$ cat src/rtl/ss_seq_pkg.sv
package ss_seq_pkg;
  typedef enum logic [2:0] {
    ST_SLEEP = 3'd0,
    ST_RAMP  = 3'd1,
    ST_RUN   = 3'd2,
    ST_STOP  = 3'd3,
    ST_HOLD  = 3'd4
  } ss_state_e;
endpackage

$ cat src/rtl/ss_uv_hyst.sv
module ss_uv_hyst #(
  parameter int SUP_W = 8,
  parameter int START_CODE = 176,
  parameter int STOP_CODE = 144
) (
  input  logic             clk,
  input  logic             rst_n,
  input  logic [SUP_W-1:0] supply_code,
  output logic             uv_now
);
  localparam logic [SUP_W-1:0] START_V = SUP_W'(START_CODE);
  localparam logic [SUP_W-1:0] STOP_V  = SUP_W'(STOP_CODE);

  logic uv_q;

  // Below stop: fault. Inside the band: previous decision sticks.
  assign uv_now = (supply_code < STOP_V) || (uv_q && (supply_code < START_V));

  always_ff @(posedge clk or negedge rst_n) begin
    if (!rst_n) uv_q <= 1'b1;
    else        uv_q <= uv_now;
  end
endmodule

$ cat src/rtl/ss_level_fsm.sv
module ss_level_fsm
  import ss_seq_pkg::*;
#(
  parameter int LVL_W = 8,
  parameter int STEP_W = 4,
  parameter int OFF_LVL = 16,
  parameter int DOWN_MUL = 10
) (
  input  logic              clk,
  input  logic              rst_n,
  input  logic              uv_now,
  input  logic              ref_ok,
  input  logic              ext_off,
  input  logic              oc_trip,
  input  logic [STEP_W-1:0] up_step,
  input  logic [LVL_W-1:0]  max_lvl,
  output ss_state_e         state,
  output logic [LVL_W-1:0]  level
);
  localparam int DN_W = STEP_W + $clog2(DOWN_MUL + 1);
  localparam int WW = ((LVL_W > DN_W) ? LVL_W : DN_W) + 1;
  localparam logic [LVL_W-1:0] OFF_V = LVL_W'(OFF_LVL);

  ss_state_e        st_q, st_d;
  logic [LVL_W-1:0] lvl_q, lvl_d;
  logic [WW-1:0]    lvl_w, sum_w, dn_w;
  logic [LVL_W-1:0] up_nxt, dn_nxt;

  assign lvl_w  = WW'(lvl_q);
  assign sum_w  = lvl_w + WW'(up_step);
  assign dn_w   = WW'(up_step) * WW'(DOWN_MUL);
  assign up_nxt = (sum_w >= WW'(max_lvl)) ? max_lvl : sum_w[LVL_W-1:0];
  assign dn_nxt = (lvl_w > dn_w) ? LVL_W'(lvl_w - dn_w) : '0;

  always_comb begin
    st_d  = st_q;
    lvl_d = lvl_q;
    if (uv_now || !ref_ok) begin
      st_d  = ST_SLEEP;
      lvl_d = '0;
    end else if (ext_off) begin
      st_d  = ST_HOLD;
      lvl_d = '0;
    end else begin
      unique case (st_q)
        ST_SLEEP, ST_HOLD: begin
          st_d  = ST_RAMP;
          lvl_d = '0;
        end
        ST_STOP: begin
          if (lvl_q < OFF_V) begin
            st_d  = ST_RAMP;
            lvl_d = '0;
          end else begin
            lvl_d = dn_nxt;
          end
        end
        ST_RAMP, ST_RUN: begin
          if (oc_trip) begin
            st_d  = ST_STOP;
            lvl_d = dn_nxt;
          end else begin
            lvl_d = up_nxt;
            st_d  = (up_nxt == max_lvl) ? ST_RUN : ST_RAMP;
          end
        end
        default: begin
          st_d  = ST_SLEEP;
          lvl_d = '0;
        end
      endcase
    end
  end

  always_ff @(posedge clk or negedge rst_n) begin
    if (!rst_n) begin
      st_q  <= ST_SLEEP;
      lvl_q <= '0;
    end else begin
      st_q  <= st_d;
      lvl_q <= lvl_d;
    end
  end

  assign state = st_q;
  assign level = lvl_q;
endmodule

$ cat src/rtl/ss_cmd_clamp.sv
module ss_cmd_clamp #(
  parameter int LVL_W = 8
) (
  input  logic             pass_all,
  input  logic [LVL_W-1:0] limit,
  input  logic             in_valid,
  output logic             in_ready,
  input  logic [LVL_W-1:0] in_data,
  output logic             out_valid,
  input  logic             out_ready,
  output logic [LVL_W-1:0] out_data
);
  assign out_valid = in_valid;
  assign in_ready  = out_ready;
  assign out_data  = (pass_all || (in_data <= limit)) ? in_data : limit;
endmodule

$ cat src/rtl/ss_fault_seq.sv
module ss_fault_seq
  import ss_seq_pkg::*;
#(
  parameter int LVL_W = 8,
  parameter int SUP_W = 8,
  parameter int STEP_W = 4,
  parameter int UV_START_CODE = 176,
  parameter int UV_STOP_CODE = 144,
  parameter int OFF_LVL = 16,
  parameter int DOWN_MUL = 10
) (
  input  logic              clk,
  input  logic              rst_n,
  input  logic              ext_off,
  input  logic [SUP_W-1:0]  supply_code,
  input  logic              ref_ok,
  input  logic              oc_trip,
  input  logic              peak_trip,
  input  logic [STEP_W-1:0] cfg_up_step,
  input  logic [LVL_W-1:0]  cfg_max_lvl,
  input  logic              cmd_in_valid,
  output logic              cmd_in_ready,
  input  logic [LVL_W-1:0]  cmd_in_data,
  output logic              cmd_out_valid,
  input  logic              cmd_out_ready,
  output logic [LVL_W-1:0]  cmd_out_data,
  output logic [LVL_W-1:0]  ss_level,
  output logic              out_en,
  output logic              cyc_limit,
  output logic [2:0]        state_code
);
  localparam logic [LVL_W-1:0] OFF_V = LVL_W'(OFF_LVL);

  logic      uv_now;
  ss_state_e st;

  ss_uv_hyst #(
    .SUP_W(SUP_W), .START_CODE(UV_START_CODE), .STOP_CODE(UV_STOP_CODE)
  ) u_uv (
    .clk(clk), .rst_n(rst_n), .supply_code(supply_code), .uv_now(uv_now)
  );

  ss_level_fsm #(
    .LVL_W(LVL_W), .STEP_W(STEP_W), .OFF_LVL(OFF_LVL), .DOWN_MUL(DOWN_MUL)
  ) u_fsm (
    .clk(clk), .rst_n(rst_n), .uv_now(uv_now), .ref_ok(ref_ok),
    .ext_off(ext_off), .oc_trip(oc_trip), .up_step(cfg_up_step),
    .max_lvl(cfg_max_lvl), .state(st), .level(ss_level)
  );

  ss_cmd_clamp #(.LVL_W(LVL_W)) u_clamp (
    .pass_all(st == ST_RUN), .limit(ss_level),
    .in_valid(cmd_in_valid), .in_ready(cmd_in_ready), .in_data(cmd_in_data),
    .out_valid(cmd_out_valid), .out_ready(cmd_out_ready), .out_data(cmd_out_data)
  );

  assign out_en = (ss_level > OFF_V) && ((st == ST_RAMP) || (st == ST_RUN)) &&
                  !uv_now && ref_ok && !ext_off && !oc_trip;
  assign cyc_limit  = peak_trip && out_en;
  assign state_code = st;
endmodule

$ cat config.mk
export PLATFORM = sky130hd
export DESIGN_NAME = ss_fault_seq
export DESIGN_NICKNAME = d
export VERILOG_FILES = /design/src/rtl/ss_seq_pkg.sv /design/src/rtl/ss_uv_hyst.sv /design/src/rtl/ss_level_fsm.sv /design/src/rtl/ss_cmd_clamp.sv /design/src/rtl/ss_fault_seq.sv
export SDC_FILE = /design/constraint.sdc
export NUM_CORES = 1
export LEC_CHECK = 0
export BUFFER_PORTS_ARGS = -buffer_cell sky130_fd_sc_hd__buf_2
export CORE_MARGIN = 1
export CORE_UTILIZATION = 52
export CTS_CLUSTER_SIZE = 14
export DETAILED_ROUTE_END_ITERATION = 8
export GPL_ROUTABILITY_DRIVEN = 0
export PLACE_DENSITY_LB_ADDON = 0.15
export SYNTH_ARGS = -nofsm -noshare
export SYNTH_HDL_FRONTEND = slang
export SYNTH_SLANG_ARGS = --single-unit
$ cat constraint.sdc
create_clock -name clk -period 4.2 [get_ports clk]
set_input_delay 0.21 -clock clk [delete_from_list [all_inputs] [get_ports clk]]
set_output_delay 0.21 -clock clk [all_outputs]
set_load 0.03 [all_outputs]
* Word-level counts from Yosys, hierarchy flattened
Cells that the tools add are included.
Widths: inputs -> output; s select.
** Cells by class
- Equal/unequal tests :: 6
- Divide/modulo/power cells :: 0
- Multipliers :: 1
- Bitwise gates (word level) :: 0
- Reductions and logical operators :: 18
- Shift operators :: 0
- Mux-type cells :: 14
- Add/sub/neg operators :: 2
- $lt $le $gt $ge :: 7
** Operator list (count)
- $mux 8 :: 7
- $lt 8x8->1 const B :: 2
- $pmux 8 s2 :: 1
- $mux 3 :: 4
- $add 8x4->9 :: 1
- $ge 9x8->1 :: 1
- $pmux 3 s3 :: 1
- $eq 8x8->1 :: 1
- $gt 8x5->1 const B :: 1
- $gt 8x8->1 :: 1
- $le 8x8->1 :: 1
- $lt 8x5->1 const B :: 1
- $sub 8x8->8 :: 1
- $logic_and 1x1->1 :: 7
- $mul 4x3->7 const B :: 1
- $eq 3x2->1 const B :: 2
- $logic_not 1->1 :: 4
- $logic_or 1x1->1 :: 4
- $ne 4x2->1 const B :: 1
- $reduce_or 2->1 :: 2
- $eq 3x1->1 const B :: 1
- $eq 3x3->1 const B :: 1
- $logic_not 3->1 :: 1
- $mux 2 :: 1
** Storage, ports and cells
- Memories :: 0
- Register bits :: 12
- ROM bits :: 0
- Bits in writable memories :: 0
- Bits in latches :: 0
- Output and inout port bits :: 23

* Logic depth before layout (Yosys ltp)
Gate-level depths: netlist of run 1.
- Depth after elaboration :: 9
- Mapped depth :: 13
- Depth with buffers taken out :: 12

* By module
From an unflattened synthesis of run 1, not the netlist that was laid out.
** Second synthesis, totals
- Cells, all modules :: 235
- Area, all modules :: 2014.4 um^2
** Modules (own cells, without submodules)
- ss_level_fsm :: seq. area each 275.3 um^2, area each 1567.8 um^2, cells each 184, instances 1
- ss_cmd_clamp :: seq. area each 0.0 um^2, area each 316.6 um^2, cells each 39, instances 1
- ss_fault_seq :: seq. area each 0.0 um^2, area each 80.1 um^2, cells each 8, instances 1
- ss_uv_hyst :: seq. area each 26.3 um^2, area each 50.0 um^2, cells each 4, instances 1

* Worst setup path after synthesis of run 1
No wires, ideal clock.
- Path kind :: register to register
- From :: register u_fsm.lvl_q[0] (netlist: u_fsm.level[0])
- To :: register u_fsm.st_q[1] (netlist: u_fsm.state[1])
- Arrival :: 3.070 ns
- Setup time :: 0.126 ns
- Required time :: 4.074 ns
- Cell stages (with the launch flop) :: 13
- Slack :: 1.004 ns
- Buffers on the path :: 1
- Period minus slack after synthesis :: 3.196 ns
- Cells stage by stage :: dfrtp_1 > ha_1 > fa_1 > a211oi_1 > nor4_1 > xnor2_1 > ha_1 > a211oi_1 > nand2_1 > a31oi_1 > o21ai_0 > buf_2 > o311a_1
** Between the ends
- Longest elaborated chain between the ends :: 9
- Elaborated cells on any way between the ends :: 11
- Classes of those cells :: add/sub (1); order compare (2); eq/ne (2); mux (6)
** RTL lines
- start, declared :: RTL line ss_level_fsm.sv:25 : logic [LVL_W-1:0] lvl_q, lvl_d;
- start signal, assigned :: RTL line ss_level_fsm.sv:81 : lvl_q <= lvl_d;
- $add 8x4->9 :: RTL line ss_level_fsm.sv:30 : assign sum_w = lvl_w + WW'(up_step);
- $ge 9x8->1 :: RTL line ss_level_fsm.sv:32 : assign up_nxt = (sum_w >= WW'(max_lvl)) ? max_lvl : sum_w[LVL_W-1:0];
- $mux 8 :: RTL line ss_level_fsm.sv:32
- $eq 8x8->1 :: RTL line ss_level_fsm.sv:64 : st_d = (up_nxt == max_lvl) ? ST_RUN : ST_RAMP;
- $mux 2 :: RTL line ss_level_fsm.sv:64
- $mux 3 :: RTL line ss_level_fsm.sv:59 : if (oc_trip) begin
- $pmux 3 s3 :: RTL line ss_level_fsm.sv:45 : unique case (st_q)
- $mux 3 :: RTL line ss_level_fsm.sv:41 : end else if (ext_off) begin
- $mux 3 :: RTL line ss_level_fsm.sv:38 : if (uv_now || !ref_ok) begin
- end signal, assigned :: RTL line ss_level_fsm.sv:80 : st_q <= st_d;
- end, declared :: RTL line ss_level_fsm.sv:24 : ss_state_e st_q, st_d;
Several ways; a longest one is shown, not always the timed one.
A chain may end at the register's enable or synchronous reset.

* Worst setup path after layout of run 1
- From :: register u_fsm.lvl_q[1] (netlist: u_fsm.level[1])
- To :: register u_fsm.lvl_q[5] (netlist: u_fsm.level[5])
** Between the ends
- Longest elaborated chain between the ends :: 7
- Elaborated cells on any way between the ends :: 12
- Classes of those cells :: add/sub (2); order compare (3); mux (7)
** RTL lines (RTL line)
- $add 8x4->9 :: ss_level_fsm.sv:30
- $ge 9x8->1 :: ss_level_fsm.sv:32
- $mux 8 :: ss_level_fsm.sv:32
- $mux 8 :: ss_level_fsm.sv:59
- $pmux 8 s2 (*) :: ss_level_fsm.sv:45
- $mux 8 (*) :: ss_level_fsm.sv:41
- $mux 8 (*) :: ss_level_fsm.sv:38
- net u_fsm.lvl_d[5] :: ss_level_fsm.sv:25
The timed path passes the listed nets; every way through them passes the cells marked *.

==> results of run 1 <==
==> cell families (layout without fill, tap and decap cells) <==
group / count (synthesis) / count (layout) / share of synthesized area
AOI/OAI and AO/OA: 58 / 58 / 0.199
and+or+nand+nor: 48 / 48 / 0.145
adders and majority gates: 35 / 35 / 0.241
buffers and inverters: 33 / 84 / 0.0723
xor gates and xnor gates: 20 / 20 / 0.0960
muxes: 16 / 16 / 0.0894
DFF: 12 / 12 / 0.158
==> cell usage in the layout (no fill, tap or decap), drive strengths merged, types with 2 or more instances in the layout <==
master	instances
fa	3
clkbuf	4
and3	2
nor2b	4
a21o	5
o21a	4
xnor2	17
nand4b	3
nand4	2
ha	31
nor4	2
mux2i	8
a41oi	2
inv	27
dfrtp	11
mux2	8
a31oi	4
o22ai	8
nand2	11
buf	52
xor2	3
nor2	9
and4	3
or4	2
a21oi	10
o21ai	14
a211oi	2
nand3	3
nand2b	2
==> routing by layer <==
layer	vias up	global-route usage	share of wire
met5	-	0	0
met4	0	0.0843	0.016
li1	913	-	-
met2	24	0.410	0.48
met1	847	0.340	0.48
met3	9	0.0128	0.016
==> what timing repair did <==
item	4_1_cts	5_1_grt
setup buffers	0	0
hold buffers	1	0
endpoints found under the hold margin	11	0
==> state kept, by name, indices dropped and copies added, names as in the netlist <==
signal and cells:
u_fsm.level 8, u_uv.uv_q 1, u_fsm.state 3
==> metrics by stage <==
step	cell area [µm²]	util	hold slack (ns)	worst slack (ns)
after floorplan	1900	-	-0.0856	1.00
after global placement	2190	0.641	0.0951	0.634
after detailed placement	2190	0.641	0.0936	0.580
after CTS	2240	0.655	0.145	0.564
after global routing	2240	0.655	0.149	0.296
final	2240	0.655	0.146	0.528
==> power by group <==
group / switching [mW] / internal [mW]
Combinational: 0.0735 / 0.0591
Sequential: 0.00140 / 0.117
Clock: 0.0391 / 0.0528
Total: 0.114 / 0.229
==> final timing paths <==
check                                 end  slack, ns  cells past startpoint
hold / removal                  u_uv.uv_q       0.15                      2
setup / recovery           u_fsm.level[5]       0.53                     12
max in group asynchronous       u_uv.uv_q       3.62                      2
hold reg to reg            u_fsm.state[1]       0.62                      2
setup reg to reg           u_fsm.level[5]       0.53                     12
min in group asynchronous  u_fsm.level[4]       0.32                      2
==> worst register-to-register path, cell delays in order, from the launching register on <==
cell and delay [ns]:
dfrtp_1 0.46, ha_1 0.30, a211o_1 0.37, nor2b_1 0.19, o21ai_1 0.27, xnor2_1 0.14, ha_1 0.29, o21a_1 0.11
o21ai_0 0.06, o21ai_0 0.68, buf_4 0.29, mux2i_1 0.26, o22ai_1 0.12
==> cell type report <==
| type | instances | area (µm²) |
|---|---|---|
| multi-input combinational | 177 | 1460 |
| fill | 317 | 1180 |
| sequential | 12 | 302 |
| timing repair buffer | 53 | 275 |
| inverter | 27 | 101 |
| tap | 46 | 57.6 |
| clock buffer | 4 | 36.3 |
==> qor.txt, run 1 <==
nature of the critical path endpoint: register
ys async rst share: 1.00
Num CTS Buffers: 3
min Tclk post-route: 3.67 ns
cell area after synthesis: 0.00190 mm²
H-tree depth: 1
Final period util: 0.874
CP delay by family, top: compound AO/OA/AOI/OAI gates
clock latency on the worst-skew pair: 0.28 ns
I/O pin count: 59
post-route insts no fill: 319
Final Hold Viols: 0
Pre-antenna DRT Iters: 4
Routed WL: 4.74 mm
Peak VDD IR: 0.144 mV
vias in the first global route: 1652
number of antenna violations at the first check in global routing: 0
reg2reg start: u_fsm.level[1]
worst-margin pin slew: 0.844 ns
kind of critical path: reg2reg
largest net degree at the start of global routing: 13
top-area cell type share of the netlist area: 0.204
Vias: 1793
GRT overflow: 0
leakage: 1.15 nW
Placed Instances: 314
sequential area share after synthesis: 0.158
Area Overhead vs Synth: 17.5%
Post-DP HPWL: 3.99 mm
Critical Path, Cell by Cell: ha_1 > a211o_1 > nor2b_1 > o21ai_1 > xnor2_1 > ha_1 > o21a_1 > o21ai_0 > o21ai_0 > buf_4 > mux2i_1 > o22ai_1
Synth Flop Type: dfrtp_1
Hold Crit Class: in2reg
crit path from: u_fsm.level[1]
flops & latches, synth: 12
CTS tree: yes
Post-synth top cells: ha_1 (31), inv_1 (27), xnor2_1 (17), o21ai_0 (13)
Vias/cell: 5.62
# DRC: 0
Die Wd: 62.5 µm
Critical Path Start Type: register
Final setup viols: 0
Cells after Synth: 222
GR Util All Layers: 0.247
Critical Path AT: 3.82 ns
port bufs: 50
RSZ-0062 raised after global routing: no
Layout Nets: 344
core region area: 0.00342 mm²
PwrDens: 154 mW/mm²
Clock Sinks: 12
largest cells by area after synthesis: ha_1 (20%), dfrtp_1 (14%), xnor2_1 (7.8%)
Longest Clk Path Bufs: 2
Antenna Cells: 0
Die Height: 62.5 µm
Final Power: 0.343 mW
Routed Antenna Nets: 0
fmax: 0.272 GHz
Worst Path Max Fanout: 6
Max-Cap Viols: 0
Crit-path slowest cell: o21ai_0
Worst EP required: 4.35 ns
leading area contributor after synthesis: ha_1
initial drt markers: 115
site row count: 21
Clock Pin Slew Worst Setup and Hold Paths: 0.07 ns
most frequent cell after synthesis: ha_1
die area: 0.00391 mm²
synthesized net count: 292
fin. max-slew vios: 0
Crit path largest cell delay: 0.68 ns
Yosys cell types: 51
Synth Warn #: 0
Post-Route Setup TNS: 0 ns
status: completed
min-delay src: supply_code[7]
CTS resizes: 0
EDFF count, synth: 0
Layout Skew: 0.00189 ns
average size of a mapped cell: 8.57 µm²
fraction of layout cells with a size suffix above 1: 0.260
Avg WL per Cell: 14.9 µm
max_slew headroom: 0.431
first-pass GRT wire length: 7.65 mm
clk root buf: clkbuf_4
CP bufs+invs: 1
Starting Density: 0.557
Power figures use the tool's default switching activity.
==> inputs of run 2 (changes only) <==
--- a/config.mk
+++ b/config.mk
@@ -8,10 +8,12 @@
 export BUFFER_PORTS_ARGS = -buffer_cell sky130_fd_sc_hd__buf_2
 export CORE_MARGIN = 1
 export CORE_UTILIZATION = 52
+export CTS_BUF_LIST = sky130_fd_sc_hd__clkbuf_8 sky130_fd_sc_hd__clkbuf_16
 export CTS_CLUSTER_SIZE = 14
 export DETAILED_ROUTE_END_ITERATION = 8
 export GPL_ROUTABILITY_DRIVEN = 0
 export PLACE_DENSITY_LB_ADDON = 0.15
+export SETUP_SLACK_MARGIN = 0.3
 export SYNTH_ARGS = -nofsm -noshare
 export SYNTH_HDL_FRONTEND = slang
 export SYNTH_SLANG_ARGS = --single-unit
==> run 2 against run 1 <==
Against the previous run: register-to-register slack better by 0.21 ns; sequential share of layout area is 0.11 points lower; utilization increased by 0.55 points; clock skew hardly changed; global-route usage decreased by 0.12 points; wire length hardly changed; sequential cell count stayed put; via count rose by 0.39%; largest cell class unchanged.
==> qor.txt, run 2 (synthesis results as in run 1) <==
CP Depth: 13
CP bufs+invs: 1
Max-Cap Viols: 0
Final period util: 0.825
critical path endpoint: u_fsm.level[5]
reg2reg start: u_fsm.level[0]
PwrDens: 167 mW/mm²
commonest non-fill, non-tap cell in the layout: buf_2
Critical Path AT: 3.57 ns
H-tree depth: 1
Worst Path Max Fanout: 6
Post-Route Setup TNS: 0 ns
Longest Clk Path Bufs: 2
max_slew headroom: 0.535
worst-case reg-to-reg path depth: 13
Vias: 1800
# DRC: 0
first-pass GRT wire length: 7.65 mm
Crit-path slowest cell: fa_1
leakage: 1.15 nW
Final setup viols: 0
Starting Density: 0.557
Num CTS Buffers: 3
Final Hold Viols: 0
Die Height: 62.5 µm
initial drt markers: 97
vias in the first global route: 1650
GR peak layer: met2
GR Util All Layers: 0.246
port bufs: 50
Post-DP HPWL: 3.99 mm
RSZ-0062 raised after global routing: no
I/O pin count: 59
Hold Crit Class: in2reg
min Tclk post-route: 3.46 ns
clk root buf: clkbuf_8
Layout Skew: 0.00149 ns
Die Wd: 62.5 µm
most frequent cells in the layout: buf_2 (50), ha_1 (31), inv_1 (27)
GRT overflow: 0
largest net degree at the start of global routing: 13
core region area: 0.00342 mm²
Area Overhead vs Synth: 18.5%
kind of critical path: reg2reg
crit path from: u_fsm.level[0]
clock latency on the worst-skew pair: 0.24 ns
Pre-antenna DRT Iters: 4
die area: 0.00391 mm²
setup repair bufs after CTS: 0
post-place setup slack: 0.580 ns
Vias/cell: 5.64
reg-to-reg endpoint: u_fsm.level[5]
GR Layer Usage met1: 0.340
Crit path largest cell delay: 0.44 ns
CTS tree: yes
CP delay by family, top: compound AO/OA/AOI/OAI gates
number of antenna violations at the first check in global routing: 0
max reg flops: 8
Routed WL: 4.75 mm
Clock Sinks: 12
Layout Nets: 344
Antenna Cells: 0
fraction of layout cells with a size suffix above 1: 0.260
Clock Pin Slew Worst Setup and Hold Paths: 0.05 ns
Peak VDD IR: 0.187 mV
Worst EP required: 4.30 ns
Critical Path, Cell by Cell: ha_1 > fa_1 > a211oi_1 > nor4_1 > xnor2_1 > ha_1 > a211oi_1 > nand2_1 > a31oi_1 > o21ai_1 > buf_4 > mux2i_1 > o22ai_1
Setup WS post-layout: 0.736 ns
worst-margin pin slew: 0.698 ns
status: completed
Critical Path Start Type: register
site row count: 21
nature of the critical path endpoint: register
grt met2 use: 0.410
flop-to-flop setup slack: 0.74 ns
Routed Antenna Nets: 0
GR Util met3: 0.0237
fin. max-slew vios: 0
Avg WL per Cell: 14.9 µm
fmax: 0.289 GHz
run 2: cell counts in the layout (fill, tap and decap cells not counted):
Identical to the previous run, type by type.
run 2: area by class of cell:
| type | count | area, µm² |
|---|---|---|
| multi-input cells | 177 | 1460 |
| well taps | 46 | 57.6 |
| fillers | 315 | 1160 |
| flip-flops and latches | 12 | 302 |
| repair buffers | 53 | 275 |
| clock buffers | 4 | 55.1 |
| inverters | 27 | 101 |
run 2: what timing repair did:
| item | CTS | global route |
|---|---|---|
| setup endpoints to repair | 0 | 1 |
| endpoints found under the hold margin | 11 | 0 |
| hold buffers | 1 | 0 |
| resized for setup | 0 | 1 |
run 2: worst min-delay path by stage:
stage                     startpoint             end  slack [ns]  cells past startpoint
after floorplan                rst_n  u_fsm.level[0]       -0.09                      0
after global placement         rst_n  u_fsm.state[0]         0.1                      1
after detailed placement       rst_n  u_fsm.state[0]        0.09                      1
after CTS                    ext_off  u_fsm.state[2]        0.19                      3
after global routing         ext_off  u_fsm.state[2]        0.19                      3
final                        ext_off  u_fsm.state[2]        0.19                      3
run 2: through the flow:
stage          power (mW)  std cells  hold WS (ns)   util  area (µm²)
3_3_place_gp        0.251        314        0.0951  0.641        2190
2_1_floorplan       0.213        222       -0.0856      -        1900
6_report            0.376        319         0.188  0.660        2250
5_1_grt             0.399        319         0.193  0.660        2250
4_1_cts             0.377        319         0.188  0.660        2250
3_5_place_dp        0.253        314        0.0936  0.641        2190
run 2: power by group:
| part | total, mW | internal [mW] | switching [mW] |
|---|---|---|---|
| Sequential | 0.119 | 0.118 | 0.00140 |
| Combinational | 0.133 | 0.0591 | 0.0736 |
| Clock | 0.124 | 0.0827 | 0.0413 |
run 2: worst min-delay path: stages:
cell and delay, ns:
buf_2 0.10, nand2_1 0.05, nor2_1 0.03
run 2: metal layers:
metal | vias up | part of all wire
met2 | 25 | 0.48
met1 | 852 | 0.49
met4 | 0 | 0.014
met3 | 10 | 0.017
met5 | - | 0
li1 | 913 | -
==> inputs of run 3 (changes only) <==
==> constraint.sdc (replaced) <==
create_clock -name clk -period 3.4 [get_ports clk]
set_input_delay 0.17 -clock clk [delete_from_list [all_inputs] [get_ports clk]]
set_output_delay 0.17 -clock clk [all_outputs]
set_load 0.03 [all_outputs]
==> run 3 against run 2 <==
Against the previous run: sequential power increased by 24%; critical path depth unchanged; first-iteration DRC count shrank 10%; hold slack worse by 0.042 ns; combinational power is 34% higher; maximum frequency grew 16%; highest routed layer unchanged; utilization up 6.0 points; global-route usage up 2.5 points; clock skew is 0.0046 ns higher; cell area grew 9.2%; sequential cell count unchanged; wire length is 8.1% higher.
==> qor.txt, run 3 (synthesis results as in run 1) <==
Fillers: 277
fmax: 0.336 GHz
port bufs: 50
nature of the critical path endpoint: register
Peak VDD IR: 0.235 mV
GRT overflow: 0
flop-to-flop setup slack: 0.42 ns
site row count: 21
vias in the first global route: 1844
Final Hold Viols: 0
I/O pin count: 59
critical path endpoint: u_fsm.level[7]
hold slack: 0.146 ns
most frequent cells in the layout: buf_2 (50), ha_1 (30), inv_1 (28)
Starting Density: 0.557
min Tclk post-route: 2.98 ns
largest net degree at the start of global routing: 13
CTS tree: yes
Longest Clk Path Bufs: 2
Num CTS Buffers: 3
H-tree depth: 1
Layout Nets: 355
number of antenna violations at the first check in global routing: 0
worst-margin pin slew: 0.352 ns
Layout Skew: 0.00610 ns
clock latency on the worst-skew pair: 0.25 ns
reg2reg start: u_fsm.level[1]
Worst EP required: 3.51 ns
Antenna Cells: 0
# DRC: 0
RSZ-0062 raised after global routing: yes
Clock Sinks: 12
Avg WL per Cell: 15.5 µm
GR Util All Layers: 0.271
Setup WS post-layout: 0.422 ns
fraction of layout cells with a size suffix above 1: 0.349
post-route insts no fill: 330
post-place setup slack: 0.230 ns
clk root buf: clkbuf_8
max_slew headroom: 0.763
fin. max-slew vios: 0
crit path from: u_fsm.level[1]
status: completed
Critical Path AT: 3.09 ns
Post-DP HPWL: 4.18 mm
worst-case reg-to-reg path depth: 13
Vias: 1878
PwrDens: 186 mW/mm²
Final setup viols: 0
Post-Route Setup TNS: 0 ns
Final period util: 0.876
Placed Instances: 322
Die Wd: 62.5 µm
Routed Antenna Nets: 0
Critical Path Start Type: register
Worst Path Max Fanout: 7
leakage: 1.24 nW
Final Core Density: 0.721
first-pass GRT wire length: 8.39 mm
Max-Cap Viols: 0
reg-to-reg endpoint: u_fsm.level[7]
Die Height: 62.5 µm
Vias/cell: 5.69
initial drt markers: 87
kind of critical path: reg2reg
commonest non-fill, non-tap cell in the layout: buf_2
max reg flops: 8
Clock Pin Slew Worst Setup and Hold Paths: 0.05 ns
Routed WL: 5.13 mm
Hold Crit Class: in2reg
core region area: 0.00342 mm²
Pre-antenna DRT Iters: 5
Area Overhead vs Synth: 29.3%
die area: 0.00391 mm²
-- run 3: cell types whose count changed in the layout (fill, tap and decap cells not counted), sizes merged --
cell / change
buf: +11
clkbuf: -1
inv: +1
-- run 3: worst min-delay path by stage --
stage	start	end	depth (start not counted)
global route	ext_off	u_fsm.state[2]	3
floorplan	rst_n	u_fsm.level[0]	0
detailed placement	rst_n	u_fsm.level[6]	1
CTS	supply_code[7]	u_uv.uv_q	2
global placement	rst_n	u_fsm.level[6]	1
finish	supply_code[7]	u_uv.uv_q	2
-- run 3: layout make-up --
| cell class | instances | area [µm²] | area share |
|---|---|---|---|
| multi-input combinational | 177 | 1590 | 0.647 |
| timing repair buffer | 64 | 362 | 0.147 |
| sequential | 12 | 304 | 0.124 |
| inverter | 27 | 101 | 0.0412 |
| tap | 46 | 57.6 | 0.0234 |
| clock buffer | 3 | 41.3 | 0.0168 |
| clock inverter | 1 | 3.75 | 0.00153 |
-- run 3: worst max-delay path, stage by stage, from the launching register on --
cell	delay, ns
dfrtp_2	0.45
ha_1	0.29
a211o_1	0.30
nor2b_1	0.18
o21ai_2	0.24
xnor2_2	0.12
ha_1	0.22
a211oi_2	0.21
nand2_1	0.08
a31oi_2	0.16
o21ai_2	0.08
buf_6	0.17
mux2i_2	0.23
o22ai_1	0.11
-- run 3: metal layers --
metal | vias up | global-route usage | wire (µm)
li1 | 934 | - | -
met1 | 871 | 0.349 | 2290
met2 | 61 | 0.459 | 2540
met3 | 12 | 0.0420 | 222
met4 | 0 | 0.0872 | 80
met5 | - | 0 | 0
-- run 3: report_power, final --
part / internal, mW / switching (mW)
combinational: 0.0796 / 0.0989
sequential: 0.146 / 0.00159
clock: 0.0796 / 0.0529
total: 0.305 / 0.153
-- run 3: timing repair --
| action | 4_1_cts | 5_1_grt |
|---|---|---|
| hold buffers | 1 | 0 |
| endpoints found under the hold margin | 11 | 0 |
| endpoints found under the setup margin | 9 | 10 |
| pin swaps | 4 | 6 |
| gates resized for setup | 6 | 20 |
| buffers inserted | 1 | 2 |
-- run 3: metrics by stage --
stage          instance area, µm²  total power [mW]
2_1_floorplan                1910             0.263
3_3_place_gp                 2260             0.310
3_5_place_dp                 2260             0.315
4_1_cts                      2340             0.450
5_1_grt                      2460             0.489
6_report                     2460             0.458
